--- config.mk ---
export PLATFORM = sky130hd
export DESIGN_NAME = rm_mean_est
export DESIGN_NICKNAME = d
export VERILOG_FILES = /design/src/rtl/rm_pkg.sv /design/src/rtl/rm_accum.sv /design/src/rtl/rm_divider.sv /design/src/rtl/rm_mean_est.sv
export SDC_FILE = /design/constraint.sdc
export NUM_CORES = 1
export LEC_CHECK = 0
export BUFFER_PORTS_ARGS = -buffer_cell sky130_fd_sc_hd__buf_2
export CORE_ASPECT_RATIO = 1.2
export CORE_MARGIN = 2
export CORE_UTILIZATION = 51
export CTS_CLUSTER_DIAMETER = 40
export DETAILED_ROUTE_END_ITERATION = 16
export PLACE_DENSITY = 0.75
export SLEW_MARGIN = 20
export SYNTH_ARGS = -nofsm -noshare
export SYNTH_HDL_FRONTEND = slang
export SYNTH_SLANG_ARGS = --single-unit
--- constraint.sdc ---
create_clock -name clk_i -period 4.4 [get_ports clk_i]
set_input_delay 0.66 -clock clk_i [delete_from_list [all_inputs] [get_ports clk_i]]
set_output_delay 0.66 -clock clk_i [all_outputs]
set_load 0.03 [all_outputs]
--- src/rtl/rm_pkg.sv ---
package rm_pkg;
  typedef enum logic [0:0] {
    DIV_IDLE = 1'b0,
    DIV_RUN  = 1'b1
  } div_state_e;
endpackage

--- src/rtl/rm_accum.sv ---
module rm_accum #(
  parameter int SAMPLE_W = 16,
  parameter int SUM_W    = 40,
  parameter int CNT_W    = 24
) (
  input  logic                    clk_i,
  input  logic                    rst_ni,
  input  logic                    clear_i,
  input  logic                    acc_en_i,
  input  logic [SAMPLE_W-1:0]     sample_i,
  output logic signed [SUM_W-1:0] sum_o,
  output logic [CNT_W-1:0]        cnt_o,
  output logic                    full_o
);
  localparam int EXT_W = SUM_W - SAMPLE_W;
  localparam logic [CNT_W-1:0] CNT_MAX = {CNT_W{1'b1}};

  logic signed [SUM_W-1:0] sample_ext;
  assign sample_ext = {{EXT_W{sample_i[SAMPLE_W-1]}}, sample_i};
  assign full_o     = (cnt_o == CNT_MAX);

  always_ff @(posedge clk_i or negedge rst_ni) begin
    if (!rst_ni) begin
      sum_o <= '0;
      cnt_o <= '0;
    end else if (clear_i) begin
      sum_o <= '0;
      cnt_o <= '0;
    end else if (acc_en_i && !full_o) begin
      sum_o <= sum_o + sample_ext;
      cnt_o <= cnt_o + CNT_W'(1);
    end
  end

  // saturated count stays put until clear
  p_cnt_sat_r9: assert property (@(posedge clk_i) disable iff (!rst_ni)
    full_o && !clear_i |=> full_o);
endmodule

--- src/rtl/rm_divider.sv ---
module rm_divider #(
  parameter int SUM_W = 40,
  parameter int CNT_W = 24,
  parameter int OUT_W = 16
) (
  input  logic                    clk_i,
  input  logic                    rst_ni,
  input  logic                    abort_i,
  input  logic                    start_i,
  input  logic signed [SUM_W-1:0] sum_i,
  input  logic [CNT_W-1:0]        cnt_i,
  output logic                    busy_o,
  output logic                    done_o,
  output logic [OUT_W-1:0]        quot_o
);
  import rm_pkg::*;

  localparam int STEP_W = $clog2(SUM_W + 1);

  div_state_e         state_q;
  logic               neg_q;
  logic [SUM_W-1:0]   dvd_q;
  logic [CNT_W-1:0]   rem_q;
  logic [CNT_W-1:0]   div_q;
  logic [STEP_W-1:0]  step_q;

  logic [SUM_W-1:0]   mag;
  logic [CNT_W:0]     rem_sh;
  logic [CNT_W-1:0]   rem_diff;
  logic               fits;
  logic [SUM_W-1:0]   dvd_nx;
  logic [CNT_W-1:0]   rem_nx;
  logic [OUT_W-1:0]   mag_lo;
  logic [OUT_W-1:0]   quot_nx;

  assign mag      = sum_i[SUM_W-1] ? -sum_i : sum_i;
  assign rem_sh   = {rem_q, dvd_q[SUM_W-1]};
  assign fits     = (rem_sh >= {1'b0, div_q});
  // remainder stays below divisor, so CNT_W bits of the difference suffice
  assign rem_diff = rem_sh[CNT_W-1:0] - div_q;
  assign rem_nx   = fits ? rem_diff : rem_sh[CNT_W-1:0];
  assign dvd_nx   = {dvd_q[SUM_W-2:0], fits};
  assign mag_lo   = dvd_nx[OUT_W-1:0];
  assign quot_nx  = neg_q ? -mag_lo : mag_lo;
  assign busy_o   = (state_q == DIV_RUN);

  always_ff @(posedge clk_i or negedge rst_ni) begin
    if (!rst_ni) begin
      state_q <= DIV_IDLE;
      neg_q   <= 1'b0;
      dvd_q   <= '0;
      rem_q   <= '0;
      div_q   <= '0;
      step_q  <= '0;
      done_o  <= 1'b0;
      quot_o  <= '0;
    end else if (abort_i) begin
      state_q <= DIV_IDLE;
      step_q  <= '0;
      done_o  <= 1'b0;
      quot_o  <= '0;
    end else begin
      done_o <= 1'b0;
      case (state_q)
        DIV_IDLE: if (start_i) begin
          state_q <= DIV_RUN;
          neg_q   <= sum_i[SUM_W-1];
          dvd_q   <= mag;
          rem_q   <= '0;
          div_q   <= cnt_i;
          step_q  <= STEP_W'(SUM_W);
        end
        DIV_RUN: begin
          dvd_q  <= dvd_nx;
          rem_q  <= rem_nx;
          step_q <= step_q - STEP_W'(1);
          if (step_q == STEP_W'(1)) begin
            state_q <= DIV_IDLE;
            done_o  <= 1'b1;
            quot_o  <= quot_nx;
          end
        end
        default: state_q <= DIV_IDLE;
      endcase
    end
  end

  p_start_idle_r6: assert property (@(posedge clk_i) disable iff (!rst_ni)
    start_i |-> !busy_o);
  p_div_nonzero_r4: assert property (@(posedge clk_i) disable iff (!rst_ni)
    start_i |-> (cnt_i != '0));
  p_done_pulse_r7: assert property (@(posedge clk_i) disable iff (!rst_ni)
    done_o |=> !done_o);
  p_abort_quiet_r8: assert property (@(posedge clk_i) disable iff (!rst_ni)
    abort_i |=> !busy_o && !done_o);
endmodule

--- src/rtl/rm_mean_est.sv ---
module rm_mean_est #(
  parameter int SAMPLE_W = 16,
  parameter int SUM_W    = 40,
  parameter int CNT_W    = 24
) (
  input  logic                clk_i,
  input  logic                rst_ni,
  input  logic                clear_i,
  input  logic [SAMPLE_W-1:0] sample_i,
  input  logic                sample_valid_i,
  output logic                in_ready_o,
  output logic [SAMPLE_W-1:0] mean_o,
  output logic                mean_valid_o
);
  localparam logic [CNT_W-1:0] CNT_MAX = {CNT_W{1'b1}};

  logic                    accept;
  logic                    start_q;
  logic                    busy;
  logic                    full;
  logic signed [SUM_W-1:0] sum;
  logic [CNT_W-1:0]        cnt;

  assign accept     = sample_valid_i && in_ready_o && !clear_i;
  assign in_ready_o = !busy && !start_q;

  rm_accum #(
    .SAMPLE_W (SAMPLE_W),
    .SUM_W    (SUM_W),
    .CNT_W    (CNT_W)
  ) u_accum (
    .clk_i    (clk_i),
    .rst_ni   (rst_ni),
    .clear_i  (clear_i),
    .acc_en_i (accept),
    .sample_i (sample_i),
    .sum_o    (sum),
    .cnt_o    (cnt),
    .full_o   (full)
  );

  // launch one cycle later so the divider sees the updated sum and count
  always_ff @(posedge clk_i or negedge rst_ni) begin
    if (!rst_ni)      start_q <= 1'b0;
    else if (clear_i) start_q <= 1'b0;
    else              start_q <= accept;
  end

  rm_divider #(
    .SUM_W (SUM_W),
    .CNT_W (CNT_W),
    .OUT_W (SAMPLE_W)
  ) u_divider (
    .clk_i   (clk_i),
    .rst_ni  (rst_ni),
    .abort_i (clear_i),
    .start_i (start_q),
    .sum_i   (sum),
    .cnt_i   (cnt),
    .busy_o  (busy),
    .done_o  (mean_valid_o),
    .quot_o  (mean_o)
  );

  p_busy_hold_r6: assert property (@(posedge clk_i) disable iff (!rst_ni)
    !in_ready_o && !clear_i |=> $stable(cnt) && $stable(sum));
  p_clear_r8: assert property (@(posedge clk_i) disable iff (!rst_ni)
    clear_i |=> (cnt == '0) && (sum == '0) && !mean_valid_o && in_ready_o);
  p_valid_ready_r7: assert property (@(posedge clk_i) disable iff (!rst_ni)
    mean_valid_o |-> in_ready_o);
  p_cnt_step_r4: assert property (@(posedge clk_i) disable iff (!rst_ni)
    accept && !full |=> cnt == $past(cnt) + CNT_W'(1));
  p_sat_hold_r9: assert property (@(posedge clk_i) disable iff (!rst_ni)
    (cnt == CNT_MAX) && !clear_i |=> $stable(sum));
endmodule

Word-level counts from Yosys, hierarchy flattened --
Index checks and enable logic that the tools add are counted.
Word-level totals: output and inout bits 18, latch bits 0, word-level logic and storage cells 63, bits in writable memories 0, bits of input ports 20, register bits after elaboration 178, bits in read-only memories 0, memories kept 0
Operators by class: bitwise operators 2, mux-type cells 25, $mul 0, div/mod/pow operators 0, reductions and logical operators 14, eq/ne operators 4, shift operators 0, $add $sub $neg 6, order comparisons 1
Operator list (number):
- 40-bit 2-to-1 mux | 4
- 24-bit 2-to-1 mux | 4
- 40-bit one-hot mux with 2 select lines | 1
- 16-bit 2-to-1 mux | 4
- 24-bit one-hot mux with 2 select lines | 1
- 40-bit by 16-bit adder with 40-bit output | 1
- 40-bit negation | 1
- 25-bit by 24-bit greater-or-equal comparator with 1-bit output | 1
- 24-bit by 1-bit adder with 24-bit output (second input constant) | 1
- 24-bit equality test (second input constant) | 1
- 24-bit subtractor | 1
- 16-bit negation | 1
- 6-bit 2-to-1 mux | 2
- 6-bit one-hot mux with 2 select lines | 1
- 1-bit 2-to-1 mux | 7
- 6-bit by 1-bit equality test with 1-bit output (second input constant) | 1
- 2-bit nonzero test | 3
- 6-bit by 1-bit subtractor with 6-bit output (second input constant) | 1
- 1-bit logical AND | 4
- 1-bit zero test | 4
- 2-bit AND reduction | 2
- 3-bit != test (second input constant) | 1
- 3-bit AND reduction | 1
- 2-bit != test (second input constant) | 1
- 2 further kinds | 3

Longest topological paths before layout --
Gate-level depths: netlist (run 1).
word-level depth 7, mapped depth 16, mapped depth without buffers 14

By module --
A second synthesis (run 1) with hierarchy kept.
Unflattened totals: cells, all modules 1448, area total of the unflattened synthesis 12184.2 sq um
By module, submodules not included:
- rm_divider | cells each 839, seq. area each 2827.7 sq um, times used 1, area an instance 7220.7 sq um
- rm_accum | cells each 606, seq. area each 1601.5 sq um, times used 1, area an instance 4919.7 sq um
- rm_mean_est | cells each 3, seq. area each 25.0 sq um, times used 1, area an instance 43.8 sq um

Least setup slack after synthesis (run 1) --
Ideal clock, no wire load.
kind in2reg, start input port sample_i[0], end register u_accum.sum_o[38], arrival time 3584 ps, required time 4276 ps, setup slack 692 ps, buffers on the path 0, cell stages on the path 13, setup time 124 ps, cells stage by stage ha_1 inv_1 fa_1 nor2b_1 o31ai_1 a21o_1 a211o_1 a41oi_1 o41ai_1 o41ai_2 a2111oi_0 o31a_1 o31a_1
On the way: cells in the longest elaborated chain, start to end 3
RTL lines:
- start: declaration | RTL line rm_mean_est.sv:9 | input logic [SAMPLE_W-1:0] sample_i,
- 40-bit by 16-bit adder with 40-bit output | RTL line rm_accum.sv:30 | sum_o <= sum_o + sample_ext;
- 40-bit 2-to-1 mux | RTL line rm_accum.sv:29 | end else if (acc_en_i && !full_o) begin
- 40-bit 2-to-1 mux | RTL line rm_accum.sv:26 | end else if (clear_i) begin
- end signal: assignment | RTL line rm_accum.sv:30
- end: declaration | RTL line rm_accum.sv:11 | output logic signed [SUM_W-1:0] sum_o,
Every way passes these cells. The select of a mux whose other input is x is not followed. A chain may end at the register's enable or synchronous reset.

Worst setup path after layout (run 1) --
start register u_accum.sum_o[0], end register u_accum.sum_o[38]
On the way: cells in the longest elaborated chain, start to end 3
RTL lines (RTL line):
- 40-bit by 16-bit adder with 40-bit output | rm_accum.sv:30
- 40-bit 2-to-1 mux | rm_accum.sv:29
- 40-bit 2-to-1 mux | rm_accum.sv:26
Every way passes these cells. The select of a mux whose other input is x is not followed.

==> results of run 1 <==
-- final cells by class --
type,instances,area [µm²],share of cell area
multi-input cells,1077,6890,0.535
flip-flops and latches,178,4460,0.346
clock buffers,20,447,0.0347
well taps,310,388,0.0301
repair buffers,59,357,0.0277
inverters,48,180,0.0140
clock inverters,11,153,0.0119
-- metrics by stage --
step / utilization / area (µm²) / hold WS (ns)
global placement: 0.543 / 12300 / 0.463
floorplan: - / 11800 / 0.364
global route: 0.569 / 12900 / 0.366
finish: 0.569 / 12900 / 0.293
detailed placement: 0.543 / 12300 / 0.471
CTS: 0.569 / 12900 / 0.348
-- sequential cells by signal, summed over array words and instances, names as in the netlist --
signal / flops
u_divider.div_q: 24
u_divider.step_q: 6
u_divider.busy_o: 1
u_accum.cnt_o: 24
u_divider.dvd_q: 40
start_q: 1
u_divider.done_o: 1
u_accum.sum_o: 40
u_divider.quot_o: 16
u_divider.neg_q: 1
u_divider.rem_q: 24
-- routing by layer --
metal	GRT usage	up-vias	routed length, µm
li1	-	4928	-
met1	0.321	4673	12600
met2	0.373	194	12400
met3	0.0350	25	1090
met4	0.0551	0	303
met5	0	-	0
-- kinds of logic after synthesis --
group,synth area share
AO/OA/AOI/OAI,0.216
flip-flops,0.378
buffers and inverters,0.0385
multiplexers,0.0104
AND/OR/NAND/NOR,0.190
adder cells (fa/ha/maj),0.0755
XOR/XNOR,0.0914
-- worst reg2reg max path, cell delays in order (launching register included) --
cell and delay [ns]:
dfrtp_1 0.42, ha_1 0.22, inv_1 0.06, fa_1 0.41
nor2b_1 0.19, o31ai_1 0.11, a21o_1 0.19, a211o_1 0.33
a41oi_1 0.30, o41ai_1 0.10, buf_4 0.16, o41ai_2 0.36
a2111oi_0 0.19, o31a_1 0.32, o31a_1 0.27
-- cell usage after synthesis (all sizes together), types with 26 or more instances --
cell type,number
dfrtp,178
o21ai,170
nand2,138
nor2,113
a21oi,99
xor2,82
ha,68
clkbuf,63
inv,48
xnor2,41
nand3b,39
a21o,32
nor3,26
-- cells in the final DEF (no fill, tap or decap), types with 11 or more instances in the layout --
master and count:
nand2_1 138, a21o_1 32, and3_1 16, nor2b_1 13
inv_1 48, nor3_1 26, a21oi_1 98, xnor2_1 41
nand3_1 23, buf_4 22, a211oi_1 19, nand3b_1 39
xor2_1 82, buf_2 36, dfrtp_1 177, nand4_1 19
a31oi_1 12, ha_1 68, nand2b_1 13, clkbuf_16 17
o21a_1 11, o21ai_0 165, nor2_1 112, o31ai_1 17
-- power groups by stage --
stage                     registers, mW  logic [mW]  clock network [mW]
after floorplan                    2.18        2.62                   0
after global placement             2.29        3.18                   0
after detailed placement           2.30        3.25                   0
after CTS                          2.28        3.26                1.59
after global routing               2.34        3.70                1.66
final                              2.29        3.26                1.56
-- worst max path at each step --
stage                              to  cells after the start
global route        u_accum.sum_o[38]                     14
finish              u_accum.sum_o[38]                     14
detailed placement  u_accum.sum_o[38]                     15
CTS                 u_accum.sum_o[38]                     14
global placement    u_accum.sum_o[38]                     15
floorplan           u_accum.sum_o[38]                     13
==> impl_results.md, run 1 <==
* Max cap viols at 0
* Worst min path class: in -> async
* Worst setup EP type: flip-flop
* Core ar. at 22600 µm²
* Internal power at about 4.3 mW
* CP cell instances: ha_1 > inv_1 > fa_1 > nor2b_1 > o31ai_1 > a21o_1 > a211o_1 > a41oi_1 > o41ai_1 > buf_4 > o41ai_2 > a2111oi_0 > o31a_1 > o31a_1
* Critical Path AT at 4.06 ns
* Number of clock sinks at 178
* Required @ worst endpoint at 4.72 ns
* Synth top area cells: dfrtp_1 38%, ha_1 7.2%, o21ai_0 7.0%, xor2_1 6.1%, nand2_1 4.4%
* PortBufs at 37
* Register clock-pin slew on the reported worst setup and hold paths at approximately 0.070 ns
* Crit Path Category: reg -> reg
* P_sw at 2.85 mW
* DIE AREA at about 24000 µm²
* Synth Register Bits at 178
* WL final at between 20 and 30 mm
* Peak fanout along the critical path at 5
* CTS tree: built
* Sequential power share at 0.322
* Ant diodes at 0
* Critical Path Source: u_accum.sum_o[0]
* Final TNS setup at 0 ns
* Fin cells at ~1700
* FF-to-FF Start: u_accum.sum_o[0]
* Count of flip-flops with a built-in enable after synthesis at 0
* DRC violations left at 0
* Post-synthesis sequential area ratio at 0.378
* Peak supply drop at between 200 and 300 µV
* Pin count of the biggest net entering global routing at about 110
* Via count at approximately 9800
* RSZ-0062 raised after global routing: no
* Wire per inst at between 15 and 20 µm
* CP bufs+invs at 2
* Delay-heaviest family, CP: compound AO/OA/AOI/OAI gates
* Sw Share at 0.401
* Async set or reset register ratio after synthesis at 1.00
* Via density at between 5 and 6
* Max Root-Sink Buffers at 2
* Avg Cell Area, Syn at 8.58 µm²
* Critical path's most frequent cell: o31a_1
* Pre-CTS setup slack at 0.335 ns
* Max incr delay on CP at approximately 0.42 ns
* Initial antenna violation count at 0
* Setup bufs post-CTS at 0
* Layout cell share with drive strength beyond 1 at 0.0782
* Initial DRC Count at 617
* Relative slew slack at 0.367
* Io pins at 38
* Die width at between 100 and 150 µm
* Unique masters post-synth at 66
* Fin crit period at 3.73 ns
* Post-cts resize count at 0
* First-pass detailed-route iteration total at 6
* Area leader, netlist: dfrtp_1
* Overall die height at 171 µm
* Most used DFF post-synth: dfrtp_1
* Combinational power share at 0.459
* Worst flop-to-flop path endpoint: u_accum.sum_o[38]
* Final setup fails at 0
* Syn Inst Count at roughly 1400
* Placement row count at 60
* Fin crit share at 0.849
* Inst Count DP at roughly 1700
* Layout Skew at ~0.010 ns
* CTS Hold Buffers Added at 0
* Syn nets at 1465
* Fin. Hold Viols at 0
* Final total power at about 7 mW
* Skew-Pair Late Insertion Delay at between 0.4 and 0.5 ns
* R2r setup slk at between 0.6 and 0.7 ns
* Total global routing overflow at 0
* Critical-path top delay cell: dfrtp_1
* Synth Cell Area at ~12000 µm²
* Static Leak at between 5 and 6 nW
* Final Max Tran Viols at 0
* Outcome: finished, final reports clean
* TritonCTS buffer count at 17
* CTS root buf: clkbuf_16
* First-pass GRT wire length at roughly 45 mm
* R2r worst-path depth at 14
* Fillers at just over 2000
* Crit path launch type: flip-flop
* Vias in the first global route at 9137
* P per Cell Area at between 500 and 600 nW/µm²
* GP Congestion at between 0.8 and 0.9
* DP Wirelength at ~19 mm
* Least-Margin Pin Slew at roughly 0.95 ns
* Initial core utilization at 0.522
* Area delta synth->final at 9.11%
* Max frequency at between 0.2 and 0.3 GHz
* Antenna-violating nets left at 0
* Top-area cell type share of the netlist area at 0.378
* CTS H-Tree Depth at 4
* Clk pwr share at 0.219
* Synthesis Warnings at 0
* Total GRT Usage at 0.229
* Nets@finish at 1471
* Worst setup margin at roughly 0.67 ns
(Power assumes the default switching activity.)
==> inputs of run 2 (changes only) <==
==> constraint.sdc (replaced) <==
create_clock -name clk_i -period 3.47 [get_ports clk_i]
set_input_delay 0.5205 -clock clk_i [delete_from_list [all_inputs] [get_ports clk_i]]
set_output_delay 0.5205 -clock clk_i [all_outputs]
set_load 0.03 [all_outputs]
==> impl_results.md, run 2 (synthesis gave the netlist of run 1 again) <==
* Required @ worst endpoint at ~3.8 ns
* Outcome: finished, final reports clean
* Hold WS at roughly 0.42 ns
* Fin crit period at roughly 3.4 ns
* Total global routing overflow at 0
* Worst setup EP type: flip-flop
* Io pins at 38
* Critical path's most frequent cell: buf_4
* Fin crit share at 0.986
* Commonest non-fill, non-tap cell in the layout: dfrtp_1
* WL final at ~28 mm
* Peak fanout along the critical path at 5
* Crit Path Category: reg -> reg
* R2r worst-path depth at 13
* Max incr delay on CP at 0.42 ns
* Via density at 5.84
* Inst Count DP at ~1700
* Wire per inst at 16.3 µm
* Worst flop-to-flop path endpoint: u_accum.sum_o[31]
* Worst setup margin at 0.0469 ns
* Delay-heaviest family, CP: compound AO/OA/AOI/OAI gates
* Peak supply drop at 435 µV
* CP bufs+invs at 2
* Static Leak at ~6 nW
* Fin cells at roughly 1700
* DP Wirelength at about 20 mm
* Vias in the first global route at roughly 9600
* Largest registers: u_accum.sum_o x40, u_divider.dvd_q x40
* Antenna-violating nets left at 0
* CTS H-Tree Depth at 4
* Final instance area at roughly 13000 µm²
* Layout Skew at approximately 0.012 ns
* Number of clock sinks at 178
* Initial DRC Count at 693
* Final setup fails at 0
* Via count at between 10000 and 15000
* Initial antenna violation count at 0
* R2r setup slk at ~0.047 ns
* DIE AREA at approximately 24000 µm²
* Initial core utilization at 0.522
* Ant diodes at 0
* Final total power at 9.20 mW
* RSZ-0062 raised after global routing: yes
* Worst hold path cell count at 3
* First-pass detailed-route iteration total at 5
* Least-Margin Pin Slew at 0.967 ns
* Max frequency at 0.292 GHz
* Layout cell share with drive strength beyond 1 at 0.107
* Total GRT Usage at 0.241
* CTS tree: built
* Max Root-Sink Buffers at 2
* Final TNS setup at 0 ns
* Finished Core Util at 0.584
* Max cap viols at 0
* PortBufs at 37
* Multi-input gate area at ~7000 µm²
* TritonCTS buffer count at 17
* Die width at 143 µm
* Worst min path class: in -> reg
* Skew-Pair Late Insertion Delay at approximately 0.45 ns
* Fillers at about 2000
* Pin count of the biggest net entering global routing at roughly 110
* Area delta synth->final at 11.9%
* Hold Path End: start_q
* DRC violations left at 0
* Area after DPL at roughly 12000 µm²
* Storage cell area at about 4500 µm²
* CTS root buf: clkbuf_16
* Placement row count at 60
* CP cell instances: buf_4 > ha_1 > and3_1 > a2111oi_2 > buf_4 > a211oi_1 > o31a_1 > nand2b_1 > a21boi_2 > o21ai_0 > o311ai_1 > a211o_1 > o311ai_0
* Hold Startpoint: sample_valid_i
* Core ar. at about 23000 µm²
* Critical-path top delay cell: o311ai_1
* Overall die height at around 170 µm
* Nets@finish at around 1500
* Crit path launch type: flip-flop
* Fin. Hold Viols at 0
* GP Congestion at 0.926
* FF-to-FF Start: u_accum.sum_o[2]
* P per Cell Area at approximately 700 nW/µm²
* Relative slew slack at 0.355
* First-pass GRT wire length at 47.6 mm
* Most frequent cells in the layout: 175 x dfrtp_1, 165 x o21ai_0, 138 x nand2_1
* Register clock-pin slew on the reported worst setup and hold paths at 0.07 ns
* Final Max Tran Viols at 0
* Pre-CTS setup slack at -0.200 ns
* Critical Path AT at between 3 and 4 ns
-- run 2: tightest hold or removal path: cells and delay by family --
family | cells | cell delay (ns)
buffers and inverters | 2 | 0.17
and+or+nand+nor | 1 | 0.14
-- run 2: cell type report --
type,instances,area share
multi-input cells,1077,0.528
well taps,310,0.0294
repair buffers,92,0.0485
inverters,48,0.0137
clock inverters,8,0.00787
clock buffers,22,0.0352
flip-flops and latches,178,0.338
-- run 2: worst max path at each step --
stage / depth (start not counted) / slack (ns) / from / to
2_1_floorplan: 13 / 0.01 / sample_i[0] / u_accum.sum_o[38]
3_3_place_gp: 14 / -0.12 / sample_i[0] / u_accum.sum_o[38]
3_5_place_dp: 14 / -0.20 / sample_i[0] / u_accum.sum_o[38]
4_1_cts: 12 / 0.02 / u_accum.sum_o[2] / u_accum.sum_o[38]
5_1_grt: 13 / -0.07 / u_accum.sum_o[2] / u_accum.sum_o[31]
6_report: 13 / 0.05 / u_accum.sum_o[2] / u_accum.sum_o[31]
-- run 2: repair_timing --
action / in CTS / in global routing
gates resized for setup: 1 / 19
setup endpoints to repair: 1 / 13
hold endpoints to repair: 23 / 0
buffers inserted: 0 / 6
hold buffers: 1 / 0
pin swaps: 0 / 6
-- run 2: layer usage --
metal | up-vias | global-route usage | share of wire
met5 | - | 0 | 0
met4 | 0 | 0.0663 | 0.019
met3 | 42 | 0.0409 | 0.043
met2 | 220 | 0.394 | 0.48
met1 | 4885 | 0.331 | 0.46
li1 | 4992 | - | -
-- run 2: power breakdown --
part / total [mW] / leakage, nW / internal (mW) / switching [mW]
sequential: 2.90 / 2.40 / 2.46 / 0.440
combinational: 4.38 / 3.30 / 1.94 / 2.45
clock: 1.93 / 0.277 / 1.09 / 0.831
total: 9.20 / 5.98 / 5.49 / 3.72
==> inputs of run 3 (changes only) <==
==> constraint.sdc (replaced) <==
create_clock -name clk_i -period 3.47 [get_ports clk_i]
set_input_delay 0 -clock clk_i [delete_from_list [all_inputs] [get_ports clk_i]]
set_output_delay 0 -clock clk_i [all_outputs]
set_load 0.03 [all_outputs]
==> impl_results.md, run 3 (synthesis gave the netlist of run 1 again) <==
* Outcome: finished, final reports clean
* P_sw at a little under 4 mW
* Crit path launch type: flip-flop
* Critical-path top delay cell: or4_4
* Vias in the first global route at between 9000 and 10000
* Delay-heaviest family, CP: simple AND/OR/NAND/NOR gates
* Worst min path class: in -> reg
* CP bufs+invs at 0
* Hold WS at between 0.04 and 0.05 ns
* DP Wirelength at 19.6 mm
* Stages on worst setup path at 10
* Total GRT Usage at 0.240
* Initial antenna violation count at 0
* Skew-Pair Late Insertion Delay at around 0.44 ns
* Pin count of the biggest net entering global routing at 90
* Max frequency at about 0.3 GHz
* PortBufs at 37
* Max Root-Sink Buffers at 2
* Initial core utilization at 0.522
* Final setup fails at 0
* Nets@finish at ~1500
* GP Congestion at 0.889
* Fillers at between 1500 and 2000
* Via density at 5.84
* WL final at about 28 mm
* Number of clock sinks at about 180
* Total global routing overflow at 0
* Register clock-pin slew on the reported worst setup and hold paths at 0.08 ns
* Static Leak at ~6.0 nW
* Sw Share at 0.415
* CTS H-Tree Depth at 4
* Fin. Hold Viols at 0
* Combinational power share at 0.484
* Placement row count at 60
* Worst setup EP type: flip-flop
* Ant diodes at 0
* Commonest non-fill, non-tap cell in the layout: dfrtp_1
* Layout cell share with drive strength beyond 1 at 0.107
* First-pass GRT wire length at 47.3 mm
* CTS root buf: clkbuf_16
* TritonCTS buffer count at 17
* Clk pwr share at 0.209
* Critical Path AT at 3.67 ns
* Via count at a little over 10000
* Internal power at roughly 5.5 mW
* Most frequent cells in the layout: 174 x dfrtp_1, 165 x o21ai_0, 138 x nand2_1
* Largest registers: u_accum.sum_o x40, u_divider.dvd_q x40
* Finished Core Util at 0.587
* Wire per inst at 16.4 µm
* Worst hold path cell count at 4
* Max incr delay on CP at about 0.56 ns
* R2r worst-path depth at 10
* Final total power at about 9.4 mW
* RSZ-0062 raised after global routing: yes
* Peak fanout along the critical path at 4
* Initial DRC Count at ~660
* Sequential power share at 0.307
* Crit Path Category: reg -> reg
* Fin crit share at 0.976
* P per Cell Area at around 710 nW/µm²
* Least-Margin Pin Slew at between 0.9 and 1 ns
* Fin cells at around 1700
* Area delta synth->final at 12.5%
* Antenna-violating nets left at 0
* Inst Count DP at around 1700
* Die width at around 140 µm
* Layout Skew at 0.0108 ns
* DRC violations left at 0
* Fin crit period at approximately 3.4 ns
* First-pass detailed-route iteration total at 7
* CP cell instances: or4_4 > or3_4 > or2_4 > or4_4 > or3_4 > o41ai_4 > xor2_1 > nor2_1 > a21oi_2 > o21ai_1
* Core ar. at about 23000 µm²
* Relative slew slack at 0.384
* Max cap viols at 0
* CTS tree: built
* Final Max Tran Viols at 0
* Peak supply drop at slightly above 400 µV
* DIE AREA at between 20000 and 25000 µm²
* Overall die height at between 150 and 200 µm
* Io pins at 38
* Required @ worst endpoint at roughly 3.8 ns
[run 3: changes by cell type in the layout (fill, tap and decap cells not counted), sizes merged]
cell | previous run | this run
clkinv | 3 | 5
buf | 91 | 80
clkbuf | 22 | 18
bufinv | 2 | 1
clkinvlp | 1 | 3
dlygate4sd3 | 1 | 4
inv | 50 | 54
[run 3: path summary, 6_finish.rpt]
kind	from	endpoint	slack, ns
max in group asynchronous	rst_ni	u_accum.sum_o[2]	2.25
min	sample_i[1]	u_accum.sum_o[1]	0.04
min in group asynchronous	rst_ni	u_divider.rem_q[17]	0.19
min reg2reg	u_divider.dvd_q[24]	u_divider.dvd_q[24]	0.48
max	u_accum.sum_o[2]	u_divider.dvd_q[37]	0.08
max reg2reg	u_accum.sum_o[2]	u_divider.dvd_q[37]	0.08
[run 3: power by group through the flow]
stage | Sequential (mW) | Clock, mW | Combinational [mW]
3_3_place_gp | 2.88 | 0 | 4.17
4_1_cts | 2.86 | 2.00 | 4.32
5_1_grt | 2.94 | 2.08 | 5.07
6_report | 2.88 | 1.96 | 4.53
2_1_floorplan | 2.76 | 0 | 3.32
3_5_place_dp | 2.89 | 0 | 4.27
[run 3: worst register-to-register path: stages (launching register included)]
cell and delay [ns]:
dfrtp_2 0.45, or4_4 0.56, or3_4 0.40, or2_4 0.29, or4_4 0.46, or3_4 0.38
o41ai_4 0.22, xor2_1 0.16, nor2_1 0.06, a21oi_2 0.16, o21ai_1 0.09
[run 3: metal layers]
layer	wire length, µm	track usage
met1	13000	0.333
met2	13600	0.396
met3	1260	0.0353
met4	422	0.0594
met5	0	0
[run 3: repair_timing]
item                                    in CTS  in global routing
endpoints found under the setup margin       1                 17
hold buffers                                 4                  0
hold endpoints to repair                    85                  0
cloned                                       0                  1
pin swaps                                    1                  8
buffers inserted                             0                  1
gates resized for setup                      1                 22
[run 3: cell type report]
| type | instances | area [µm²] | area share |
|---|---|---|---|
| Multi-Input combinational cell | 1077 | 7020 | 0.529 |
| Inverter | 48 | 180 | 0.0136 |
| Sequential cell | 178 | 4460 | 0.336 |
| Timing Repair Buffer | 85 | 617 | 0.0465 |
| Clock inverter | 15 | 174 | 0.0131 |
| Clock buffer | 17 | 425 | 0.0321 |
| Tap cell | 310 | 388 | 0.0292 |
[run 3: stage by stage]
step                      worst slack [ns]  area, µm²  setup TNS, ns
after CTS                          0.00278      13100              0
after global routing               -0.0139      13300        -0.0251
after floorplan                     0.0190      11800              0
after detailed placement           -0.0748      12500        -0.0748
after global placement              0.0373      12500              0
final                               0.0815      13300              0
